--- src/rtl/alu_pkg.sv ---
`timescale 1ns/1ps
package alu_pkg;
  // conditioning controls for one operand: clear first, then invert
  typedef struct packed {
    logic clr;
    logic inv;
  } opnd_ctl_t;

  localparam int unsigned NUM_OPND = 2;
endpackage

--- src/rtl/opnd_cond.sv ---
`timescale 1ns/1ps
module opnd_cond #(
  parameter int unsigned WIDTH = 16
) (
  input  logic [WIDTH-1:0]      din,
  input  alu_pkg::opnd_ctl_t    ctl,
  output logic [WIDTH-1:0]      dout
);
  logic [WIDTH-1:0] cleared;

  always_comb begin
    cleared = ctl.clr ? '0 : din;
    dout    = ctl.inv ? ~cleared : cleared;
  end
endmodule

--- src/rtl/core_fn.sv ---
`timescale 1ns/1ps
module core_fn #(
  parameter int unsigned WIDTH = 16
) (
  input  logic [WIDTH-1:0] opa,
  input  logic [WIDTH-1:0] opb,
  input  logic             sel_sum,
  output logic [WIDTH-1:0] core_q
);
  logic [WIDTH:0]   sum_ext;
  logic [WIDTH-1:0] and_q;

  always_comb begin
    sum_ext = {1'b0, opa} + {1'b0, opb};
    and_q   = opa & opb;
    core_q  = sel_sum ? sum_ext[WIDTH-1:0] : and_q;
  end
endmodule

--- src/rtl/out_stage.sv ---
`timescale 1ns/1ps
module out_stage #(
  parameter int unsigned WIDTH = 16
) (
  input  logic [WIDTH-1:0] core_q,
  input  logic             inv_out,
  output logic [WIDTH-1:0] result,
  output logic             is_zero,
  output logic             is_neg
);
  localparam int unsigned MSB = WIDTH - 1;

  always_comb begin
    result  = inv_out ? ~core_q : core_q;
    is_zero = ~|result;
    is_neg  = result[MSB];
  end
endmodule

--- src/rtl/flagged_alu.sv ---
`timescale 1ns/1ps
module flagged_alu #(
  parameter int unsigned WIDTH = 16
) (
  input  logic [WIDTH-1:0] a,
  input  logic [WIDTH-1:0] b,
  input  logic             clr_a,
  input  logic             inv_a,
  input  logic             clr_b,
  input  logic             inv_b,
  input  logic             sel_sum,
  input  logic             inv_out,
  output logic [WIDTH-1:0] result,
  output logic             is_zero,
  output logic             is_neg
);
  import alu_pkg::*;

  logic [NUM_OPND-1:0][WIDTH-1:0] opnd_raw;
  logic [NUM_OPND-1:0][WIDTH-1:0] opnd_cnd;
  opnd_ctl_t [NUM_OPND-1:0]       opnd_ctl;
  logic [WIDTH-1:0]               core_q;

  always_comb begin
    opnd_raw[0]     = a;
    opnd_raw[1]     = b;
    opnd_ctl[0].clr = clr_a;
    opnd_ctl[0].inv = inv_a;
    opnd_ctl[1].clr = clr_b;
    opnd_ctl[1].inv = inv_b;
  end

  for (genvar g = 0; g < NUM_OPND; g++) begin : g_cond
    opnd_cond #(.WIDTH(WIDTH)) u_cond (
      .din  (opnd_raw[g]),
      .ctl  (opnd_ctl[g]),
      .dout (opnd_cnd[g])
    );
  end

  core_fn #(.WIDTH(WIDTH)) u_core (
    .opa     (opnd_cnd[0]),
    .opb     (opnd_cnd[1]),
    .sel_sum (sel_sum),
    .core_q  (core_q)
  );

  out_stage #(.WIDTH(WIDTH)) u_out (
    .core_q  (core_q),
    .inv_out (inv_out),
    .result  (result),
    .is_zero (is_zero),
    .is_neg  (is_neg)
  );

  // checks across the conditioning, core and output pieces
  always_comb begin
    if (clr_a && !inv_a && !clr_b && !inv_b && sel_sum && !inv_out)
      p_clear_pass_r1: assert (result == b);
    if (clr_a && inv_a && clr_b && !inv_b && sel_sum && !inv_out)
      p_inv_cleared_r2: assert (&result);
    if (!clr_a && !inv_a && clr_b && inv_b && !sel_sum && !inv_out)
      p_and_ones_r3: assert (result == a);
    if (!clr_a && !inv_a && clr_b && !inv_b && !sel_sum)
      p_and_zero_r5: assert (result == (inv_out ? {WIDTH{1'b1}} : '0));
    p_zero_flag_r7: assert (is_zero == (result == '0));
    p_sign_flag_r8: assert (is_neg == result[WIDTH-1]);
    if (!clr_a && !inv_a && clr_b && inv_b && sel_sum && inv_out)
      p_negate_r9: assert (result == WIDTH'(-a));
    if (!clr_a && inv_a && clr_b && inv_b && sel_sum && inv_out)
      p_increment_r10: assert (result == WIDTH'(a + 1'b1));
  end
endmodule

--- config.mk ---
export PLATFORM = sky130hd
export DESIGN_NAME = flagged_alu
export DESIGN_NICKNAME = d
export VERILOG_FILES = /design/src/rtl/alu_pkg.sv /design/src/rtl/opnd_cond.sv /design/src/rtl/core_fn.sv /design/src/rtl/out_stage.sv /design/src/rtl/flagged_alu.sv
export SDC_FILE = /design/constraint.sdc
export NUM_CORES = 1
export LEC_CHECK = 0
export ABC_CLOCK_PERIOD_IN_PS = 4700
export BUFFER_PORTS_ARGS = -buffer_cell sky130_fd_sc_hd__buf_4
export CORE_MARGIN = 3
export CORE_UTILIZATION = 50
export DETAILED_ROUTE_END_ITERATION = 7
export GPL_TIMING_DRIVEN = 0
export PLACE_DENSITY = 0.82
export SLEW_MARGIN = 20
export SYNTH_ARGS = -nofsm -noshare
export SYNTH_HDL_FRONTEND = slang
export SYNTH_SLANG_ARGS = --single-unit
--- constraint.sdc ---
create_clock -name vclk -period 4.7
set_input_delay 0.705 -clock vclk [all_inputs]
set_output_delay 0.705 -clock vclk [all_outputs]
set_load 0.005 [all_outputs]
* Yosys cells after proc, flatten, opt, wreduce, memory -nomap -nowiden
Cells that the tools add are included.
** Operators by class
- Bitwise operators :: 4
- Add/sub/neg operators :: 1
- Reduce and logical (&&, ||, !) cells :: 2
- Multiplexer cells :: 6
** Operators with widths (number)
- $mux W16 :: 6
- $not A16 Y16 :: 3
- $add A16 B16 Y16 :: 1
- $and A16 B16 Y16 :: 1
- $reduce_or A16 Y1 :: 1
- $logic_not A1 Y1 :: 1
** Storage, ports and cells
- Word-level logic and storage cells :: 13
- Output and inout bits :: 18
- Bits of input ports :: 38
- Flip-flop bits (word level) :: 0

* Longest topological paths before layout
Gate-level depths: netlist of the first run.
- Word-level depth :: 9
- Gate-level depth with buffers :: 13
- Mapped depth without buffers :: 12

* Cells and area by module
Synthesis of the first run repeated with hierarchy kept, for this count alone.
** Second synthesis, totals
- Cell total of the unflattened synthesis :: 235
- Area, all modules :: 2108.3 um^2
** By module, submodules not included
- core_fn :: area each 978.4 um^2, times used 1, sequential area each 0.0 um^2, cells each 133
- opnd_cond :: area each 432.9 um^2, times used 2, sequential area each 0.0 um^2, cells each 35
- out_stage :: area each 264.0 um^2, times used 1, sequential area each 0.0 um^2, cells each 32

* Worst setup path before layout of the first run
OpenSTA, ideal clock, no wires.
- Path kind :: input to output
- Start point :: input port inv_a
- End point :: output port is_zero
- Arrival time :: 3.863 ns
- Stages on the path :: 12
- Required time :: 3.995 ns
- Path buffers :: 2
- Path slack :: 0.132 ns
- Cell sequence :: clkbuf_1 -> buf_1 -> xnor2_1 -> fa_1 -> a21o_2 -> a211oi_1 -> a21oi_1 -> mux2i_1 -> xnor2_1 -> or4_1 -> or3_1 -> nor4_2
** Between the ends
- Word-level cells in the longest chain between the ends :: 7
- Elaborated cells between the ends (all ways) :: 8
- Those cells by class :: 1 x add/sub; 3 x mux; 2 x bitwise; 2 x reduce/logical
** RTL lines
- from (decl) :: line flagged_alu.sv:8 : input logic inv_a,
- $mux W16 (*) :: line opnd_cond.sv:13 : dout = ctl.inv ? ~cleared : cleared;
- $add A16 B16 Y16 or $and A16 B16 Y16 (tied branches) :: line core_fn.sv:14, core_fn.sv:15
- $mux W16 (*) :: line core_fn.sv:16 : core_q = sel_sum ? sum_ext[WIDTH-1:0] : and_q;
- $not A16 Y16 :: line out_stage.sv:14 : result = inv_out ? ~core_q : core_q;
- $mux W16 (*) :: line out_stage.sv:14
- via result[4] :: line flagged_alu.sv:13 : output logic [WIDTH-1:0] result,
- $reduce_or A16 Y1 (*) :: line out_stage.sv:15 : is_zero = ~|result;
- $logic_not A1 Y1 (*) :: line out_stage.sv:15
- to (decl) :: line flagged_alu.sv:14 : output logic is_zero,
The timed path passes the listed nets; every way through them passes the cells marked *.

* Final worst setup path of the first run
- Start point :: input port clr_a
- End point :: output port is_zero
** Between the ends
- Word-level cells in the longest chain between the ends :: 9
- Elaborated cells between the ends (all ways) :: 10
- Those cells by class :: 1 x add/sub; 4 x mux; 3 x bitwise; 2 x reduce/logical
** RTL lines
- from (decl) :: line flagged_alu.sv:7 : input logic clr_a,
- $mux W16 (*) :: line opnd_cond.sv:12 : cleared = ctl.clr ? '0 : din;
- $not A16 Y16 :: line opnd_cond.sv:13
- $mux W16 (*) :: line opnd_cond.sv:13
- $add A16 B16 Y16 or $and A16 B16 Y16 (tied branches) :: line core_fn.sv:14, core_fn.sv:15
- $mux W16 (*) :: line core_fn.sv:16
- $not A16 Y16 :: line out_stage.sv:14
- $mux W16 (*) :: line out_stage.sv:14
- $reduce_or A16 Y1 (*) :: line out_stage.sv:15
- $logic_not A1 Y1 (*) :: line out_stage.sv:15
Every way passes the cells marked *; elsewhere a longest branch is shown, timed or not.

==> results of run 1 <==
## cell families after synthesis
logic type      after synthesis  share of synthesized area [%]
compound gates               51                           20.7
xor+xnor                     57                           28.5
fa+ha+maj                    17                           12.6
buf+inv                      18                           4.29
mux                          12                           6.93
simple gates                 82                           27.0
## cells in the mapped netlist (2+ instances only)
library cell and count:
nor3_1 7, clkbuf_1 8, a21oi_1 13, o211ai_1 4, buf_1 2, nand2b_1 32
a211oi_1 6, inv_1 3, xor2_1 2, buf_2 3, a21o_1 6, nor3b_1 4
mux2i_1 11, and2_1 2, nor2_1 7, ha_1 16, nor4_1 2, o21ai_0 7
xnor2_1 55, nor2b_1 2, nand2_1 13, or3_1 5, a211o_1 2
## through the flow
| stage | hold slack [ns] | TNS, ns | instances | worst slack [ns] | cell area [um2] |
|---|---|---|---|---|---|
| after floorplan | 1.65 | 0 | 237 | 0.132 | 1750 |
| after global placement | 1.78 | -0.517 | 333 | -0.368 | 2200 |
| after detailed placement | 1.79 | -0.656 | 333 | -0.392 | 2200 |
| after CTS | 1.79 | 0 | 333 | 0.00318 | 2200 |
| after global routing | 1.82 | 0 | 333 | 0.0105 | 2230 |
| final | 1.78 | 0 | 333 | 0.194 | 2230 |
## cell usage in the layout, fill, tap and decap left out, types with 5 or more instances in the layout
master	synthesis	layout
buf_4	1	54
mux2i_1	11	10
a211oi_1	6	5
a21o_1	6	6
ha_1	16	16
xnor2_1	55	54
nor2_1	7	7
o21ai_0	7	7
nand2b_1	32	32
or3_1	5	5
nand2_1	13	13
a21oi_1	13	13
nor3_1	7	7
## final cells by class
class	instances	area share, %
Inverter	4	0.673
Multi-Input combinational cell	219	76.2
Timing Repair Buffer	52	17.5
Buffer	14	3.20
Tap cell	44	2.47
## power by group
| part | internal (W) | leakage [nW] | total (W) | switching [W] |
|---|---|---|---|---|
| Combinational | 0.000261 | 0.962 | 0.000500 | 0.000240 |
| Sequential | 0 | 0 | 0 | 0 |
| Clock | 0 | 0 | 0 | 0 |
## per-layer routing
layer	part of all wire, %	vias to the layer above	global-route usage, %
met3	4.7	2	0.342
met2	46	62	34.1
met4	0.20	0	0.518
met1	49	767	27.7
met5	0	-	0
li1	-	941	-
## worst max-delay path, stage by stage
cell and delay, ns:
buf_4 0.13, clkbuf_2 0.16, nand2b_1 0.17, xnor2_1 0.19, fa_1 0.50, a211o_2 0.32
a21o_1 0.20, o211ai_2 0.23, a211oi_1 0.14, o2111a_1 0.29, nor3_4 0.24, mux2i_1 0.11
nor4_2 0.26, buf_4 0.14
## path summary, 6_finish.rpt
check	to	slack, ns	cells after the start
worst min-delay path	result[5]	1.78	3
worst max-delay path	is_zero	0.19	14
==> results by group, run 1 <==
Clocking
  • Hold buffers post-CTS: 0
  • Postcts setup bufs: 0
  • Post-cts sizing count: 5

Hold path
  • Min-Delay Path Class: in2out
  • HP Start: inv_out

STA
  • Unrepaired setup endpoints after global routing: no
  • Crit path time final: 4.51 ns
  • Slew Limit Fails: 0
  • Fmax: 0.222 GHz
  • Final setup vio count: 0
  • Worst slew pin tran: 0.545 ns
  • Final Hold Viols: 0
  • Period Utilization, post-route: 95.9%
  • Max-slew headroom: 63.7%

Pwr
  • Power Dens Cells: 224 mW/mm2
  • Leak: 0.962 nW
  • Peak VDD IR: 85.7 uV
  • Tot Pwr: 0.000500 W

Floorplan
  • Initial core utilization: 54.6%
  • Die height: 65.2 um
  • Die W: 65.2 um
  • Die area: 0.00425 mm2
  • Core Region: 0.00320 mm2
  • IO Count: 56
  • Row count: 20

Detailed routing
  • TritonRoute pass-1 iters: 4
  • Starting DRC count in detailed routing: 54
  • Routed wire length per instance: 12.0 um
  • Vias per cell: 5.32
  • Antenna viol nets, final: 0
  • Drt total wl: 4000 um
  • Vias post-DR: 1772
  • Residual DRC: 0

Job
  • Maximum Capacitance Violations: 0

GRT
  • Vias in the first global route: 1574
  • Global-route wire length before repair: 6860 um
  • Pin count of the biggest net entering global routing: 11
  • GRT Util Overall: 19.3%
  • Grt ovf: 0
  • Initial antenna violation count: 0

Synth
  • Sequential share of the synthesized area: 0%
  • Synth Warn #: 0
  • Post-synthesis instance area: 0.00175 mm2
  • Mean Syn Cell Area: 7.39 um2
  • Synth top area share: 27.5%
  • Yosys cell types: 48
  • Net Count, Synth: 292
  • Cell taking the most area after synthesis: xnor2_1
  • Synth top area cells: xnor2_1, ha_1, nand2b_1
  • Synth Instances: 237

Finish
  • Clock buffers: 0
  • Layout cells sized above 1: 25.6%
  • Seq_cells: 0
  • Util after Layout: 69.6%
  • Layout Nets: 346
  • Multi-input logic area: 0.00170 mm2
  • Area growth syn-to-layout: 27.4%
  • Sequential cell area: 0 um2
  • Fillers: 289
  • Diode count: 0

Place
  • DP Wirelength: 3550 um
  • Placer Congestion: 0.823
  • I/O Buffers: 52

Critical path
  • Crit Path Max Fanout: 10
  • Worst Setup End Kind: primary output
  • Critical path launch point: clr_a
  • Worst EP required: 3.99 ns
  • Startpoint Class: input port
  • Arrival time of the worst setup path: 3.80 ns
  • Setup CP Type: in2out

Run status
  • Status: finished, final reports clean
No activity file was read; power rests on OpenSTA's default activity.
==> run 2: changes to the inputs <==
- ABC_AREA: default -> 1
- CORE_UTILIZATION: 50 -> 52
==> run 2 against run 1 <==
Synthesized area grew 23%. Final area rose by 18%. Total power is 1.2% lower. Non-clock buffer count is 1 higher. Largest cell class unchanged. Highest routed layer is now met3.
==> results by group, run 2 <==
Run status
  • Status: finished, final reports clean

STA
  • Period Utilization, post-route: 90.1% (-5.7 points)
  • Unrepaired setup endpoints after global routing: no
  • Slew Limit Fails: 0 (unchanged)
  • Final Hold Viols: 0 (unchanged)
  • Worst slew pin tran: 0.413 ns (-0.132 ns)
  • Crit path time final: 4.24 ns (-0.270 ns)
  • Fmax: 0.236 GHz (+6.4%)
  • Max-slew headroom: 72.5% (+8.8 points)
  • Sum Neg Setup Slack: 0 ns (unchanged)
  • Final WS setup: 0.464 ns (+0.270 ns)
  • Final setup vio count: 0 (unchanged)

Clocking
  • Postcts setup bufs: 0 (unchanged)
  • Post-cts sizing count: 0 (-5)
  • Hold buffers post-CTS: 0 (unchanged)

Pwr
  • Clock power share: 0% (unchanged)
  • Switch Pwr: 0.000290 W (+21%)
  • Internal: 0.000204 W (-22%)
  • Power Dens Cells: 188 mW/mm2 (-16%)
  • Reg power frac: 0% (unchanged)
  • Leak: 1.64 nW (+70%)
  • Peak VDD IR: 99.6 uV (+16%)
  • Switching Fraction: 58.6% (+11 points)
  • Combinational power share: 100.0% (about the same)

Finish
  • Clock buffers: 0 (unchanged)
  • Layout Nets: 536 (+55%)
  • Seq_cells: 0 (unchanged)
  • Sequential cell area: 0 um2 (unchanged)
  • Layout cells sized above 1: 17.5% (-8.1 points)
  • Most common cell after layout, fill and taps aside: nand2_1
  • Diode count: 0 (unchanged)
  • Area growth syn-to-layout: 21.6%
  • Most frequent cells in the layout: nand2_1, inv_1, nand3_1, buf_4, xor2_1

Critical path
  • Critical-path top delay cell: fa_1
  • Startpoint Class: input port
  • CP Depth: 19 (+5)
  • Buf+Inv Stages, Crit Path: 4 (+1)
  • Critical path launch point: clr_a
  • Worst EP required: 3.99 ns (about the same)
  • Setup CP Type: in2out
  • Crit Path Max Fanout: 10 (unchanged)
  • Worst Setup End Kind: primary output
  • Worst path top cell family by delay: simple AND/OR/NAND/NOR gates
  • Crit-path cells: buf_4 -> inv_1 -> clkbuf_1 -> nand2_1 -> xnor2_1 -> ha_1 -> fa_1 -> nand2_1 -> o21ai_1 -> xor2_1 -> nand2_1 -> nor2_1 -> nand3_1 -> nor2_1 -> nand2_1 -> nor2_1 -> nand3_1 -> nor2_1 -> buf_4
  • Arrival time of the worst setup path: 3.53 ns (-0.27 ns)
  • Worst path max stage delay: 0.49 ns (about the same)

Detailed routing
  • TritonRoute pass-1 iters: 4 (unchanged)
  • Routed wire length per instance: 10.5 um (-13%)
  • Vias per cell: 4.91 (-7.7%)
  • Antenna viol nets, final: 0 (unchanged)
  • Residual DRC: 0 (unchanged)
  • Starting DRC count in detailed routing: 230 (+330%)
  • Drt total wl: 5530 um (+38%)
  • Vias post-DR: 2589 (+46%)

Floorplan
  • IO Count: 56 (unchanged)
  • Core Region: 0.00383 mm2 (+19%)
  • Die height: 70.4 um (+8.1%)
  • Die W: 70.4 um (+8.1%)
  • Die area: 0.00496 mm2 (+17%)
  • Initial core utilization: 56.4% (+1.8 points)
  • Row count: 22 (+10%)

Synth
  • Cell taking the most area after synthesis: nand2_1
  • Mean Syn Cell Area: 5.08 um2 (-31%)
  • Post-synthesis instance area: 0.00216 mm2 (+23%)
  • Synth top area cells: nand2_1, inv_1, nand3_1
  • Yosys cell types: 30 (-38%)
  • Sequential share of the synthesized area: 0% (unchanged)
  • Synth Instances: 425 (+79%)
  • Synth Warn #: 0 (unchanged)
  • Post-synth top cells: nand2_1, inv_1, nand3_1, xor2_1, ha_1
  • Net Count, Synth: 480 (+64%)
  • Most common cell in the netlist: nand2_1
  • Synth top area share: 28.0% (+0.46 points)

Place
  • I/O Buffers: 54 (+3.8%)
  • Pre-CTS setup slack: 0.453 ns (+0.845 ns)
  • Placer Congestion: 0.905 (+9.9%)
  • DP Wirelength: 4840 um (+36%)

GRT
  • Vias in the first global route: 2102 (+34%)
  • Pin count of the biggest net entering global routing: 11 (unchanged)
  • Initial antenna violation count: 0 (unchanged)
  • Grt ovf: 0 (unchanged)
  • GRT Util Overall: 21.7% (+2.4 points)
  • Global-route wire length before repair: 9360 um (+36%)

Job
  • Maximum Capacitance Violations: 0 (unchanged)

Hold path
  • HP Start: inv_out
  • Min-Delay Path Class: in2out
  • Hold depth: 4 (+1)
  • Hold Path Sink: result[4]
run 2: cell types whose count changed after synthesis, moves of 8 or more:
cell	before	now
nand2_1	13	161
inv_1	3	81
nand3_1	1	60
xnor2_1	55	1
nand2b_1	32	0
xor2_1	2	33
mux2i_1	11	0
nor2_1	7	15
run 2: worst max-delay path by stage:
stage                   end
finish              is_zero
global route        is_zero
CTS                 is_zero
detailed placement  is_zero
global placement    is_zero
floorplan           is_zero
run 2: power by group through the flow:
stage | clock (W) | combinational, W | sequential, W
finish | 0 | 0.000494 | 0
global route | 0 | 0.000565 | 0
CTS | 0 | 0.000491 | 0
detailed placement | 0 | 0.000489 | 0
global placement | 0 | 0.000477 | 0
floorplan | 0 | 0.000351 | 0
run 2: cell families (layout without fill, tap and decap cells):
logic type / count (synthesis) / after routing / synth area share, %
adder cells (fa/ha/maj): 17 / 17 / 10.2
buffers and inverters: 98 / 152 / 19.1
AND/OR/NAND/NOR: 259 / 259 / 52.4
XOR/XNOR: 34 / 34 / 13.8
AO/OA/AOI/OAI: 17 / 17 / 4.52
run 2: stage by stage:
stage | std cells | hold slack (ns) | area [um2] | power (W) | utilization, %
6_report | 527 | 1.75 | 2630 | 0.000494 | 68.6
5_1_grt | 527 | 1.77 | 2630 | 0.000565 | 68.6
4_1_cts | 527 | 1.75 | 2630 | 0.000491 | 68.6
3_5_place_dp | 527 | 1.75 | 2630 | 0.000489 | 68.6
3_3_place_gp | 527 | 1.74 | 2630 | 0.000477 | 68.6
2_1_floorplan | 425 | 1.52 | 2160 | 0.000351 | -
run 2: layout make-up:
cell class,instances,area (um2)
multi-input combinational,327,1750
fill,394,1200
timing repair buffer,54,405
inverter,85,319
buffer,13,93.8
tap,48,60.1
run 2: layer usage:
metal	global-route usage, %	wire length (um)	vias up
met1	32.8	2580	1104
met3	0	367	0
met2	36.5	2580	78
met5	0	0	-
met4	0	0	0
li1	-	-	1407
==> run 3: changes to the inputs <==
- ABC_CLOCK_PERIOD_IN_PS: 4700 -> 5100
- CORE_UTILIZATION: 52 -> 55
- PLACE_DENSITY: 0.82 -> 0.83
- clock period: 4.7 -> 5.1 ns (I/O delays scaled with it)
==> run 3 against run 2 <==
Total power down 8.5%. Die area down 5.0%. Via count is 1.1% lower. Non-clock buffer count did not move. Critical path depth is the same. Hold slack better by 0.11 ns. Largest power group unchanged. Highest routed layer unchanged.
==> results by group, run 3 (same netlist as run 2, synthesis figures left out) <==
Finish
  • Seq_cells: 0 (unchanged)
  • Layout Nets: 536 (unchanged)
  • Sequential cell area: 0 um2 (unchanged)
  • Diode count: 0 (unchanged)
  • Layout cells sized above 1: 17.5% (unchanged)
  • Fillers: 382 (-3.0%)
  • Multi-input logic area: 0.00175 mm2 (unchanged)
  • Clock buffers: 0 (unchanged)
  • Area growth syn-to-layout: 21.6% (unchanged)
  • Most common cell after layout, fill and taps aside: nand2_1
  • Most frequent cells in the layout: nand2_1, inv_1, nand3_1, buf_4, xor2_1

STA
  • Period Utilization, post-route: 85.3%
  • Slew Limit Fails: 0 (unchanged)
  • Max-slew headroom: 70.5% (-2.0 points)
  • Final setup vio count: 0 (unchanged)
  • Sum Neg Setup Slack: 0 ns (unchanged)
  • Fmax: 0.230 GHz
  • Unrepaired setup endpoints after global routing: no
  • Final Hold Viols: 0 (unchanged)
  • Worst slew pin tran: 0.443 ns (+0.0296 ns)
  • Crit path time final: 4.35 ns

Pwr
  • Power Dens Cells: 172 mW/mm2 (-8.5%)
  • Tot Pwr: 0.000452 W (-8.5%)
  • Peak VDD IR: 78.2 uV (-22%)
  • Leak: 1.64 nW (unchanged)
  • Switch Pwr: 0.000264 W (-9.0%)
  • Clock power share: 0% (unchanged)
  • Combinational power share: 100.0% (about the same)
  • Switching Fraction: 58.3% (-0.34 points)
  • Reg power frac: 0% (unchanged)
  • Internal: 0.000189 W (-7.7%)

Run status
  • Status: finished, final reports clean

Hold path
  • Hold Path Sink: result[4]
  • Hold depth: 4 (unchanged)
  • Min-Delay Path Class: in2out
  • HP Start: inv_out

GRT
  • Vias in the first global route: 2022 (-3.8%)
  • GRT Util Overall: 22.8% (+1.1 points)
  • Global-route wire length before repair: 8610 um (-8.0%)
  • Initial antenna violation count: 0 (unchanged)
  • Grt ovf: 0 (unchanged)
  • Pin count of the biggest net entering global routing: 11 (unchanged)

Detailed routing
  • Vias per cell: 4.86 (-1.1%)
  • Residual DRC: 0 (unchanged)
  • Vias post-DR: 2560 (-1.1%)
  • Antenna viol nets, final: 0 (unchanged)
  • TritonRoute pass-1 iters: 4 (unchanged)
  • Routed wire length per instance: 10.0 um (-4.2%)
  • Starting DRC count in detailed routing: 141 (-39%)
  • Drt total wl: 5290 um (-4.2%)

Critical path
  • Worst Setup End Kind: primary output
  • Startpoint Class: input port
  • Worst EP required: 4.34 ns (+0.35 ns)
  • Setup CP Type: in2out
  • Crit Path Max Fanout: 10 (unchanged)
  • Arrival time of the worst setup path: 3.59 ns (+0.06 ns)

Clocking
  • Hold buffers post-CTS: 0 (unchanged)
  • Post-cts sizing count: 0 (unchanged)
  • Postcts setup bufs: 0 (unchanged)

Floorplan
  • Row count: 22 (unchanged)
  • Core Region: 0.00372 mm2 (-2.9%)
  • Die area: 0.00471 mm2 (-5.0%)
  • Initial core utilization: 58.1% (+1.7 points)
  • IO Count: 56 (unchanged)
  • Die height: 68.7 um (-2.5%)
  • Die W: 68.7 um (-2.5%)

Job
  • Maximum Capacitance Violations: 0 (unchanged)

Place
  • DP Wirelength: 4670 um (-3.5%)
  • I/O Buffers: 54 (unchanged)
  • Placer Congestion: 0.901 (-0.45%)
[run 3: layout make-up]
cell class                      count  area share [%]
Multi-Input combinational cell    327            66.5
Timing Repair Buffer               54            15.4
Inverter                           85            12.2
Buffer                             13            3.57
Tap cell                           48            2.29
[run 3: critical path, stage by stage]
cell      delay (ns)
buf_4           0.11
inv_1           0.15
clkbuf_1        0.36
nand2_1         0.12
xnor2_1         0.15
ha_1            0.26
fa_1            0.50
nand2_1         0.05
o21ai_1         0.11
xor2_1          0.21
nand2_1         0.07
nor2_1          0.09
nand3_1         0.07
nor2_1          0.10
nand2_1         0.06
nor2_1          0.14
nand3_1         0.08
nor2_1          0.09
buf_4           0.11
[run 3: metrics by stage]
| stage | setup WS (ns) | std cells | hold WS (ns) | utilization, % | instance area [um2] |
|---|---|---|---|---|---|
| 3_3_place_gp | 0.739 | 527 | 1.86 | 70.6 | 2630 |
| 5_1_grt | 0.430 | 527 | 1.90 | 70.6 | 2630 |
| 3_5_place_dp | 0.689 | 527 | 1.86 | 70.6 | 2630 |
| 6_report | 0.750 | 527 | 1.86 | 70.6 | 2630 |
| 4_1_cts | 0.697 | 527 | 1.86 | 70.6 | 2630 |
| 2_1_floorplan | 1.27 | 425 | 1.64 | - | 2160 |
[run 3: power groups by stage]
stage          Clock (W)  Combinational (W)  Sequential (W)
2_1_floorplan          0           0.000323               0
3_3_place_gp           0           0.000439               0
3_5_place_dp           0           0.000448               0
4_1_cts                0           0.000449               0
5_1_grt                0           0.000518               0
6_report               0           0.000452               0
[run 3: worst max-delay path by stage]
stage	from	end	slack (ns)
3_5_place_dp	clr_a	is_zero	0.69
4_1_cts	clr_a	is_zero	0.70
3_3_place_gp	clr_a	is_zero	0.74
6_report	clr_a	is_zero	0.75
2_1_floorplan	inv_a	is_zero	1.27
5_1_grt	clr_a	is_zero	0.43
[run 3: metal layers]
metal / global-route usage (%) / vias up / wire, um
met5: 0 / - / 0
met4: 0 / 0 / 0
met3: 0.648 / 0 / 348
met1: 33.9 / 1085 / 2600
li1: - / 1403 / -
met2: 38.5 / 72 / 2340
